<file path="config.mk">
export PLATFORM = sky130hd
export DESIGN_NAME = uart_rx_stat
export DESIGN_NICKNAME = d
export VERILOG_FILES = /design/src/rtl/uart_rx_pkg.sv /design/src/rtl/uart_rx_sync.sv /design/src/rtl/uart_rx_frame.sv /design/src/rtl/uart_rx_regs.sv /design/src/rtl/uart_rx_stat.sv
export SDC_FILE = /design/constraint.sdc
export NUM_CORES = 1
export LEC_CHECK = 0
export ABC_AREA = 1
export BUFFER_PORTS_ARGS = -buffer_cell sky130_fd_sc_hd__buf_2
export CAP_MARGIN = 20
export CORE_MARGIN = 4
export CORE_UTILIZATION = 45
export DETAILED_ROUTE_END_ITERATION = 12
export PLACE_DENSITY = 0.66
export SYNTH_ARGS = -nofsm -noshare
export SYNTH_HDL_FRONTEND = slang
export SYNTH_SLANG_ARGS = --single-unit
</file>
<file path="constraint.sdc">
create_clock -name clk -period 3.1 [get_ports clk]
set_clock_uncertainty 0.15 [all_clocks]
set_input_delay 0.62 -clock clk [delete_from_list [all_inputs] [get_ports clk]]
set_output_delay 0.62 -clock clk [all_outputs]
set_load 0.01 [all_outputs]
</file>
<file path="src/rtl/uart_rx_pkg.sv">
package uart_rx_pkg;

    typedef enum logic [2:0] {
        ST_IDLE  = 3'd0,
        ST_START = 3'd1,
        ST_DATA  = 3'd2,
        ST_PAR   = 3'd3,
        ST_STOP  = 3'd4
    } rx_state_e;

    localparam int unsigned STAT_W    = 8;
    localparam logic        ADDR_DATA = 1'b0;
    localparam logic        ADDR_STAT = 1'b1;

endpackage

</file>
<file path="src/rtl/uart_rx_sync.sv">
module uart_rx_sync #(
    parameter int unsigned STAGES = 2
) (
    input  logic clk,
    input  logic rst_n,
    input  logic din,
    output logic dout
);
    logic [STAGES-1:0] sh_d, sh_q;

    always_comb begin
        sh_d = {sh_q[STAGES-2:0], din};
    end

    always_ff @(posedge clk or negedge rst_n) begin
        if (!rst_n) sh_q <= '1;
        else        sh_q <= sh_d;
    end

    assign dout = sh_q[STAGES-1];
endmodule

</file>
<file path="src/rtl/uart_rx_frame.sv">
module uart_rx_frame
    import uart_rx_pkg::*;
#(
    parameter int unsigned DATA_W  = 8,
    parameter int unsigned OS_RATE = 16
) (
    input  logic              clk,
    input  logic              rst_n,
    input  logic              rxd_s,
    input  logic              tick,
    input  logic              par_en,
    input  logic              par_odd,
    input  logic              two_stop,
    output logic              done_o,
    output logic [DATA_W-1:0] data_o,
    output logic              pe_o,
    output logic              fe_o,
    output logic              brk_o
);
    localparam int unsigned CNT_W = $clog2(OS_RATE);
    localparam int unsigned BIT_W = (DATA_W > 1) ? $clog2(DATA_W) : 1;
    localparam logic [CNT_W-1:0] CNT_HALF = CNT_W'(OS_RATE / 2 - 1);
    localparam logic [CNT_W-1:0] CNT_LAST = CNT_W'(OS_RATE - 1);
    localparam logic [BIT_W-1:0] BIT_LAST = BIT_W'(DATA_W - 1);

    typedef struct packed {
        rx_state_e         state;
        logic [CNT_W-1:0]  cnt;
        logic [BIT_W-1:0]  bidx;
        logic [DATA_W-1:0] shreg;
        logic              all_zero;
        logic              perr;
        logic              stop_second;
        logic              ferr;
        logic              done;
        logic [DATA_W-1:0] dout;
        logic              pe;
        logic              fe;
        logic              brk;
    } frame_s;

    frame_s d, q;
    logic   fe_now, zero_now;

    always_comb begin
        d        = q;
        d.done   = 1'b0;
        fe_now   = q.ferr | ~rxd_s;
        zero_now = q.all_zero & ~rxd_s;
        unique case (q.state)
            ST_IDLE: begin
                if (tick && !rxd_s) begin
                    d.state = ST_START;
                    d.cnt   = '0;
                end
            end
            ST_START: begin
                if (tick) begin
                    if (q.cnt == CNT_HALF) begin
                        d.cnt = '0;
                        if (!rxd_s) begin
                            d.state       = ST_DATA;
                            d.bidx        = '0;
                            d.all_zero    = 1'b1;
                            d.perr        = 1'b0;
                            d.ferr        = 1'b0;
                            d.stop_second = 1'b0;
                        end else begin
                            d.state = ST_IDLE;
                        end
                    end else begin
                        d.cnt = q.cnt + 1'b1;
                    end
                end
            end
            ST_DATA: begin
                if (tick) begin
                    if (q.cnt == CNT_LAST) begin
                        d.cnt      = '0;
                        d.shreg    = {rxd_s, q.shreg[DATA_W-1:1]};
                        d.all_zero = zero_now;
                        if (q.bidx == BIT_LAST) d.state = par_en ? ST_PAR : ST_STOP;
                        else                    d.bidx  = q.bidx + 1'b1;
                    end else begin
                        d.cnt = q.cnt + 1'b1;
                    end
                end
            end
            ST_PAR: begin
                if (tick) begin
                    if (q.cnt == CNT_LAST) begin
                        d.cnt      = '0;
                        d.perr     = (^q.shreg) ^ rxd_s ^ par_odd;
                        d.all_zero = zero_now;
                        d.state    = ST_STOP;
                    end else begin
                        d.cnt = q.cnt + 1'b1;
                    end
                end
            end
            ST_STOP: begin
                if (tick) begin
                    if (q.cnt == CNT_LAST) begin
                        d.cnt = '0;
                        if (two_stop && !q.stop_second) begin
                            d.stop_second = 1'b1;
                            d.ferr        = fe_now;
                            d.all_zero    = zero_now;
                        end else begin
                            d.done  = 1'b1;
                            d.dout  = q.shreg;
                            d.pe    = par_en & q.perr;
                            d.fe    = fe_now;
                            d.brk   = zero_now;
                            d.state = ST_IDLE;
                        end
                    end else begin
                        d.cnt = q.cnt + 1'b1;
                    end
                end
            end
            default: d.state = ST_IDLE;
        endcase
    end

    always_ff @(posedge clk or negedge rst_n) begin
        if (!rst_n) q <= '0;
        else        q <= d;
    end

    assign done_o = q.done;
    assign data_o = q.dout;
    assign pe_o   = q.pe;
    assign fe_o   = q.fe;
    assign brk_o  = q.brk;

    assert_brk_fe_R8: assert property (@(posedge clk) disable iff (!rst_n)
        (done_o && brk_o) |-> fe_o);

    assert_done_pulse_R2: assert property (@(posedge clk) disable iff (!rst_n)
        done_o |=> !done_o);

    assert_start_reject_R9: assert property (@(posedge clk) disable iff (!rst_n)
        (q.state == ST_START && tick && q.cnt == CNT_HALF && rxd_s) |=> (q.state == ST_IDLE));
endmodule

</file>
<file path="src/rtl/uart_rx_regs.sv">
module uart_rx_regs #(
    parameter int unsigned DATA_W = 8
) (
    input  logic              clk,
    input  logic              rst_n,
    input  logic              done_i,
    input  logic [DATA_W-1:0] fdata_i,
    input  logic              fpe_i,
    input  logic              ffe_i,
    input  logic              fbrk_i,
    input  logic              rd_stb_i,
    output logic              rda_o,
    output logic              pe_o,
    output logic              ovr_o,
    output logic              fe_o,
    output logic              brk_o,
    output logic [DATA_W-1:0] data_o
);
    typedef struct packed {
        logic              rda;
        logic              pe;
        logic              ovr;
        logic              fe;
        logic              brk;
        logic [DATA_W-1:0] data;
    } regs_s;

    regs_s d, q;
    logic  held;

    always_comb begin
        d    = q;
        held = q.rda & ~rd_stb_i;
        if (rd_stb_i) begin
            d.rda = 1'b0;
            d.pe  = 1'b0;
            d.fe  = 1'b0;
            d.brk = 1'b0;
            if (!q.rda) d.ovr = 1'b0;
        end
        if (done_i) begin
            if (held) begin
                d.ovr = 1'b1;
            end else begin
                d.data = fdata_i;
                d.rda  = 1'b1;
                d.pe   = d.pe  | fpe_i;
                d.fe   = d.fe  | ffe_i;
                d.brk  = d.brk | fbrk_i;
            end
        end
    end

    always_ff @(posedge clk or negedge rst_n) begin
        if (!rst_n) q <= '0;
        else        q <= d;
    end

    assign rda_o  = q.rda;
    assign pe_o   = q.pe;
    assign ovr_o  = q.ovr;
    assign fe_o   = q.fe;
    assign brk_o  = q.brk;
    assign data_o = q.data;

    assert_rda_set_R2: assert property (@(posedge clk) disable iff (!rst_n)
        done_i |=> rda_o);

    assert_clear_R3: assert property (@(posedge clk) disable iff (!rst_n)
        (rd_stb_i && !done_i) |=> (!rda_o && !pe_o && !fe_o && !brk_o));

    assert_ovr_keep_R5: assert property (@(posedge clk) disable iff (!rst_n)
        (done_i && rda_o && !rd_stb_i) |=> (ovr_o && $stable(data_o)));

    assert_ovr_hold_R6: assert property (@(posedge clk) disable iff (!rst_n)
        (rd_stb_i && rda_o && ovr_o) |=> ovr_o);

    assert_load_R10: assert property (@(posedge clk) disable iff (!rst_n)
        (done_i && rd_stb_i) |=> (rda_o && data_o == $past(fdata_i)));
endmodule

</file>
<file path="src/rtl/uart_rx_stat.sv">
module uart_rx_stat
    import uart_rx_pkg::*;
#(
    parameter int unsigned DATA_W      = 8,
    parameter int unsigned OS_RATE     = 16,
    parameter int unsigned SYNC_STAGES = 2,
    localparam int unsigned BUS_W      = (DATA_W > STAT_W) ? DATA_W : STAT_W
) (
    input  logic             clk,
    input  logic             rst_n,
    input  logic             rxd,
    input  logic             os_tick,
    input  logic             par_en,
    input  logic             par_odd,
    input  logic             two_stop,
    input  logic             cts_pin,
    input  logic             rd_en,
    input  logic             rd_addr,
    output logic [BUS_W-1:0] rd_data
);
    logic              rxd_s;
    logic              f_done, f_pe, f_fe, f_brk;
    logic [DATA_W-1:0] f_data, held_data;
    logic              s_rda, s_pe, s_ovr, s_fe, s_brk;
    logic              rd_stb;
    logic [STAT_W-1:0] status;

    uart_rx_sync #(.STAGES(SYNC_STAGES)) sync_i (
        .clk  (clk),
        .rst_n(rst_n),
        .din  (rxd),
        .dout (rxd_s)
    );

    uart_rx_frame #(.DATA_W(DATA_W), .OS_RATE(OS_RATE)) frame_i (
        .clk     (clk),
        .rst_n   (rst_n),
        .rxd_s   (rxd_s),
        .tick    (os_tick),
        .par_en  (par_en),
        .par_odd (par_odd),
        .two_stop(two_stop),
        .done_o  (f_done),
        .data_o  (f_data),
        .pe_o    (f_pe),
        .fe_o    (f_fe),
        .brk_o   (f_brk)
    );

    assign rd_stb = rd_en && (rd_addr == ADDR_DATA);

    uart_rx_regs #(.DATA_W(DATA_W)) regs_i (
        .clk     (clk),
        .rst_n   (rst_n),
        .done_i  (f_done),
        .fdata_i (f_data),
        .fpe_i   (f_pe),
        .ffe_i   (f_fe),
        .fbrk_i  (f_brk),
        .rd_stb_i(rd_stb),
        .rda_o   (s_rda),
        .pe_o    (s_pe),
        .ovr_o   (s_ovr),
        .fe_o    (s_fe),
        .brk_o   (s_brk),
        .data_o  (held_data)
    );

    assign status = {s_rda, s_pe, s_ovr, s_fe, s_brk, 1'b1, 1'b1, cts_pin};

    always_comb begin
        if (rd_addr == ADDR_STAT) rd_data = BUS_W'(status);
        else                      rd_data = BUS_W'(held_data);
    end
endmodule

</file>
# --- Word level (Yosys, flattened, before mapping) ---
# Index checks and enable logic that the tools add are counted.
op_classes:
  add_sub_neg: 2
  n_eq_ne: 21
  muxes: 45
  n_bitwise: 14
  n_reduce_logical: 21
op_table:
  columns: ["operator", "count"]
  rows:
  - ["$mux W12", 3]
  - ["$mux W3", 10]
  - ["$mux W14", 2]
  - ["$reduce_and A11 Y1", 2]
  - ["$mux W7", 3]
  - ["$mux W10", 2]
  - ["$mux W4", 5]
  - ["$pmux W4 S5", 1]
  - ["$mux W19", 1]
  - ["$pmux W3 S5", 1]
  - ["$ne A2 B1 Y1 const B", 7]
  - ["$ne A2 B2 Y1 const B", 7]
  - ["$reduce_and A7 Y1", 2]
  - ["$mux W13", 1]
  - ["$reduce_and A6 Y1", 2]
  - ["$mux W2", 5]
  - ["$mux W8", 1]
  - ["$reduce_xor A8 Y1", 1]
  - ["$eq A3 B2 Y1 const B", 2]
  - ["$eq A3 B3 Y1 const B", 2]
  - ["$pmux W3 S2", 1]
  - ["$reduce_bool A2 Y1", 3]
  - ["$mux W1", 5]
  - ["$mux W5", 1]
  - ["other kinds (20)", 33]
totals:
  regBits: 49
  inputBits: 10

# --- Logic depth before layout (Yosys ltp) ---
logic_depth:
  word_depth: 6
  depth_mapped: 11

# --- Hierarchy ---
# A second synthesis with hierarchy kept.
unflattened:
  cells_unflattened: 357
  area_unflattened_um2: 2757.6
modules_own_cells:
  columns: ["module", "instances", "cells_each", "area_each_um2"]
  rows:
  - ["uart_rx_frame", 1, 275, 2087.0]
  - ["uart_rx_regs", 1, 56, 515.5]
  - ["uart_rx_stat", 1, 24, 102.6]
  - ["uart_rx_sync", 1, 2, 52.6]

# --- Worst setup path after synthesis ---
# No wires, ideal clock.
synth_timing:
  path_kind: "input to output"
  startpoint: "in rd_addr"
  endpoint: "out rd_data[1]"
  arrival_ps: 1076
  required_time_ps: 2330
  setup_slack_ps: 1254
  stages: 2
  path_buffers: 1
  cell_sequence: "buf_4 > or2_2"
synth_via:
  elab_chain_len: 1
synth_rtl:
  columns: ["element", "line", "rtl"]
  rows:
  - ["from (decl)", "uart_rx_stat.sv:18", "input logic rd_addr,"]
  - ["$mux W8", "uart_rx_stat.sv:72", "if (rd_addr == ADDR_STAT) rd_data = BUS_W'(status);"]
  - ["to (decl)", "uart_rx_stat.sv:19", "output logic [BUS_W-1:0] rd_data"]
# Every way passes these cells.

# --- Final worst setup path ---
# Same ends and word-level chain as after synthesis.

==> flow_summary.json <==
{
  "synth_xor_area_frac": 0.00665,
  "numPortBuffers": 17,
  "grt_pass1_vias": 1925,
  "postCtsHoldBufs": 0,
  "final_antenna_net_count": 0,
  "path_buf_inv": 2,
  "drv_slew": 0,
  "antenna_found_initial": 0,
  "fp.dieArea_um2": 7140,
  "fillers": 562,
  "synth_top_area_frac": 0.447,
  "status": "completed",
  "dp.cells": 406,
  "avgViaCountPerCell": 4.77,
  "power_leakage_nw": 1.50,
  "cts.path.max_buffers": 2,
  "cts_resized": 0,
  "cp_max_fo": 9,
  "fin_crit_sh": 0.636,
  "synth_top_cell_by_area": "dfrtp_1",
  "max_freq_ghz": 0.507,
  "setup_viol": 0,
  "critical-path-max-stage-delay_ns": 0.29,
  "synth_fp_nets": 335,
  "grt.total_usage": 0.143,
  "start_util": 0.470,
  "path_class": "in2out",
  "synthAdderAreaFrac": 0.0143,
  "combPwrFrac": 0.324,
  "synth_compound_area_frac": 0.107,
  "rsz0062_at_grt": "no",
  "placed_area_um2": 2770,
  "ff_latch_area_um2": 1230,
  "post_cts_buffers": 0,
  "clkPwrFrac": 0.238,
  "synth_cells": 322,
  "finalNonFillerCells": 414,
  "grt_overflow": 0,
  "drt-initial-drc-count": 134,
  "p_sw_w": 0.000639,
  "synthDistinctLibCells": 35,
  "fin_area_um2": 2870,
  "crit_top_cell": "buf_2",
  "worstSkewPairLatency_ns": 0.30,
  "tightestPinTransition_ns": 0.450,
  "power_frac_seq": 0.438,
  "yosys.area_share.simple": 0.304,
  "cts_buffers": 5,
  "maxCapViolations": 0,
  "cpLargestDelayFamily": "buffers and inverters",
  "synth_top_family_by_area": "simple AND/OR/NAND/NOR gates",
  "die_h_um": 84.5,
  "num_io_pins": 18,
  "internal-power_w": 0.00106,
  "syn_area_um2": 2630,
  "clk_pin_slew_ns": 0.09,
  "layout-drive-gt1-share": 0.225,
  "vdd_drop_max_uv": 216,
  "critPathSlowestCell": "or2_2",
  "cp_cell_sequence": "buf_2, or2_2, buf_2",
  "end_kind": "output port",
  "rows": 27,
  "synthToLayoutAreaGrowth_pct": 8.98,
  "grt_max_degree": 38,
  "num-nets-final": 354,
  "power_density_nw_per_um2": 592,
  "hold_class": "in2async",
  "synth.area.mux_share": 0.0299,
  "gp_congestion": 0.779,
  "drtPass1Iterations": 4,
  "max_slew_margin": 0.700,
  "multi_input_area_um2": 1220,
  "hold_viol": 0,
  "cts.sinks": 49,
  "grt_pass1_wl_mm": 8.42,
  "ys_seq_area_frac": 0.467,
  "route.vias.total": 1974,
  "swShare": 0.376,
  "synth_area_leaders": "dfrtp_1, nand2_1, o21ai_0, inv_1, nand3_1",
  "tns_ns": 0,
  "critPathArrivalTime_ns": 1.20,
  "syn_avg_cell_area_um2": 8.18,
  "cts-root-buf": "clkbuf_8",
  "die_w_um": 84.5,
  "htree_num_levels": 2,
  "drc": 0,
  "fin_crit_ns": 1.97,
  "yosysWarnings": 0,
  "antenna_cells": 0,
  "start_kind": "input pin",
  "place_hpwl_mm": 3.55,
  "required_ns": 2.33,
  "core_area_um2": 5610,
  "tritoncts": "built",
  "routedWlPerCell_um": 11.3,
  "ys_ff_latch": 49,
  "drt_wl_total_mm": 4.68
}
[Yosys cell counts, drive strengths merged]
| master | instances |
|---|---|
| nand3b | 1 |
| nand3 | 18 |
| o21a | 1 |
| inv | 35 |
| o21ai | 38 |
| a21oi | 4 |
| xnor2 | 1 |
| dfrtp | 47 |
| a32o | 1 |
| o22ai | 1 |
| buf | 5 |
| ha | 3 |
| or2 | 2 |
| nor2 | 22 |
| xor2 | 1 |
| nand4 | 2 |
| clkinv | 1 |
| a21boi | 1 |
| dfstp | 2 |
| nand2 | 128 |
| mux2 | 7 |
| clkbuf | 1 |
[layout make-up]
| class | count | share of cell area |
|---|---|---|
| tap | 72 | 0.0314 |
| sequential | 49 | 0.428 |
| inverter | 36 | 0.0497 |
| multi-input combinational | 231 | 0.424 |
| timing repair buffer | 18 | 0.0323 |
| clock inverter | 2 | 0.00610 |
| clock buffer | 6 | 0.0288 |
[path summary, 6_finish.rpt]
path | from | endpoint | slack, ns | depth (start not counted)
max | rd_addr | rd_data[1] | 1.13 | 3
max reg2reg | frame_i.q[27]$_DFFE_PN0P_ | frame_i.q[15]$_DFFE_PN0P_ | 1.22 | 9
min in group clk | sync_i.sh_q[0]$_DFF_PN1_ | sync_i.sh_q[1]$_DFF_PN1_ | 0.21 | 0
min | rst_n | frame_i.q[18]$_DFFE_PN0P_ | 0.03 | 1
min reg2reg | sync_i.sh_q[0]$_DFF_PN1_ | sync_i.sh_q[1]$_DFF_PN1_ | 0.21 | 0
max in group asynchronous | rst_n | frame_i.q[15]$_DFFE_PN0P_ | 2.02 | 2
[logic make-up (layout without fill, tap and decap cells)]
kind of cell / Yosys count / after routing
fa+ha+maj: 3 / 3
compound gates: 46 / 46
flops: 49 / 49
mux: 7 / 7
xor+xnor: 2 / 2
simple gates: 173 / 173
buf+inv: 42 / 62
[power groups by stage]
stage | Combinational (W) | Sequential [W] | Clock, W
CTS | 0.000553 | 0.000745 | 0.000422
global route | 0.000627 | 0.000752 | 0.000448
detailed placement | 0.000550 | 0.000758 | 0
floorplan | 0.000443 | 0.000747 | 0
global placement | 0.000536 | 0.000755 | 0
finish | 0.000550 | 0.000744 | 0.000404
[registers in the layout, indices dropped and copies added (netlist names)]
| register | count |
|---|---|
| regs_i.pe_o | 1 |
| regs_i.fe_o | 1 |
| regs_i.brk_o | 1 |
| frame_i.done_o | 1 |
| frame_i.fe_o | 1 |
| frame_i.brk_o | 1 |
| frame_i.q | 22 |
| regs_i.rda_o | 1 |
| sync_i.sh_q | 2 |
| frame_i.data_o | 8 |
| regs_i.ovr_o | 1 |
| regs_i.data_o | 8 |
| frame_i.pe_o | 1 |
[layer usage]
layer / track usage / vias to the layer above / part of all wire
met4: 0.0432 / 0 / 0.015
met5: 0 / - / 0
li1: - / 1057 / -
met3: 0.0334 / 6 / 0.034
met1: 0.192 / 886 / 0.51
met2: 0.229 / 25 / 0.44
[cells in the final DEF (no fill, tap or decap), drive strengths merged, types with 2 or more instances in the layout]
cell | synthesis | layout
dfrtp | 47 | 47
buf | 5 | 18
or2 | 2 | 2
inv | 35 | 36
dfstp | 2 | 2
nand4 | 2 | 2
clkinv | 1 | 2
ha | 3 | 3
nand2 | 128 | 128
nor2 | 22 | 22
a21oi | 4 | 4
nand3 | 18 | 18
mux2 | 7 | 7
clkbuf | 1 | 6
o21ai | 38 | 38
[per-stage QoR]
| stage | util | power, W | setup WS (ns) | hold slack, ns |
|---|---|---|---|---|
| floorplan | - | 0.00119 | 1.25 | 0.174 |
| global placement | 0.494 | 0.00129 | 1.12 | 0.195 |
| detailed placement | 0.494 | 0.00131 | 1.06 | 0.197 |
| CTS | 0.512 | 0.00172 | 1.13 | 0.0261 |
| global route | 0.512 | 0.00183 | 1.06 | 0.0365 |
| finish | 0.512 | 0.00170 | 1.13 | 0.0261 |
(Power assumes the default switching activity.)
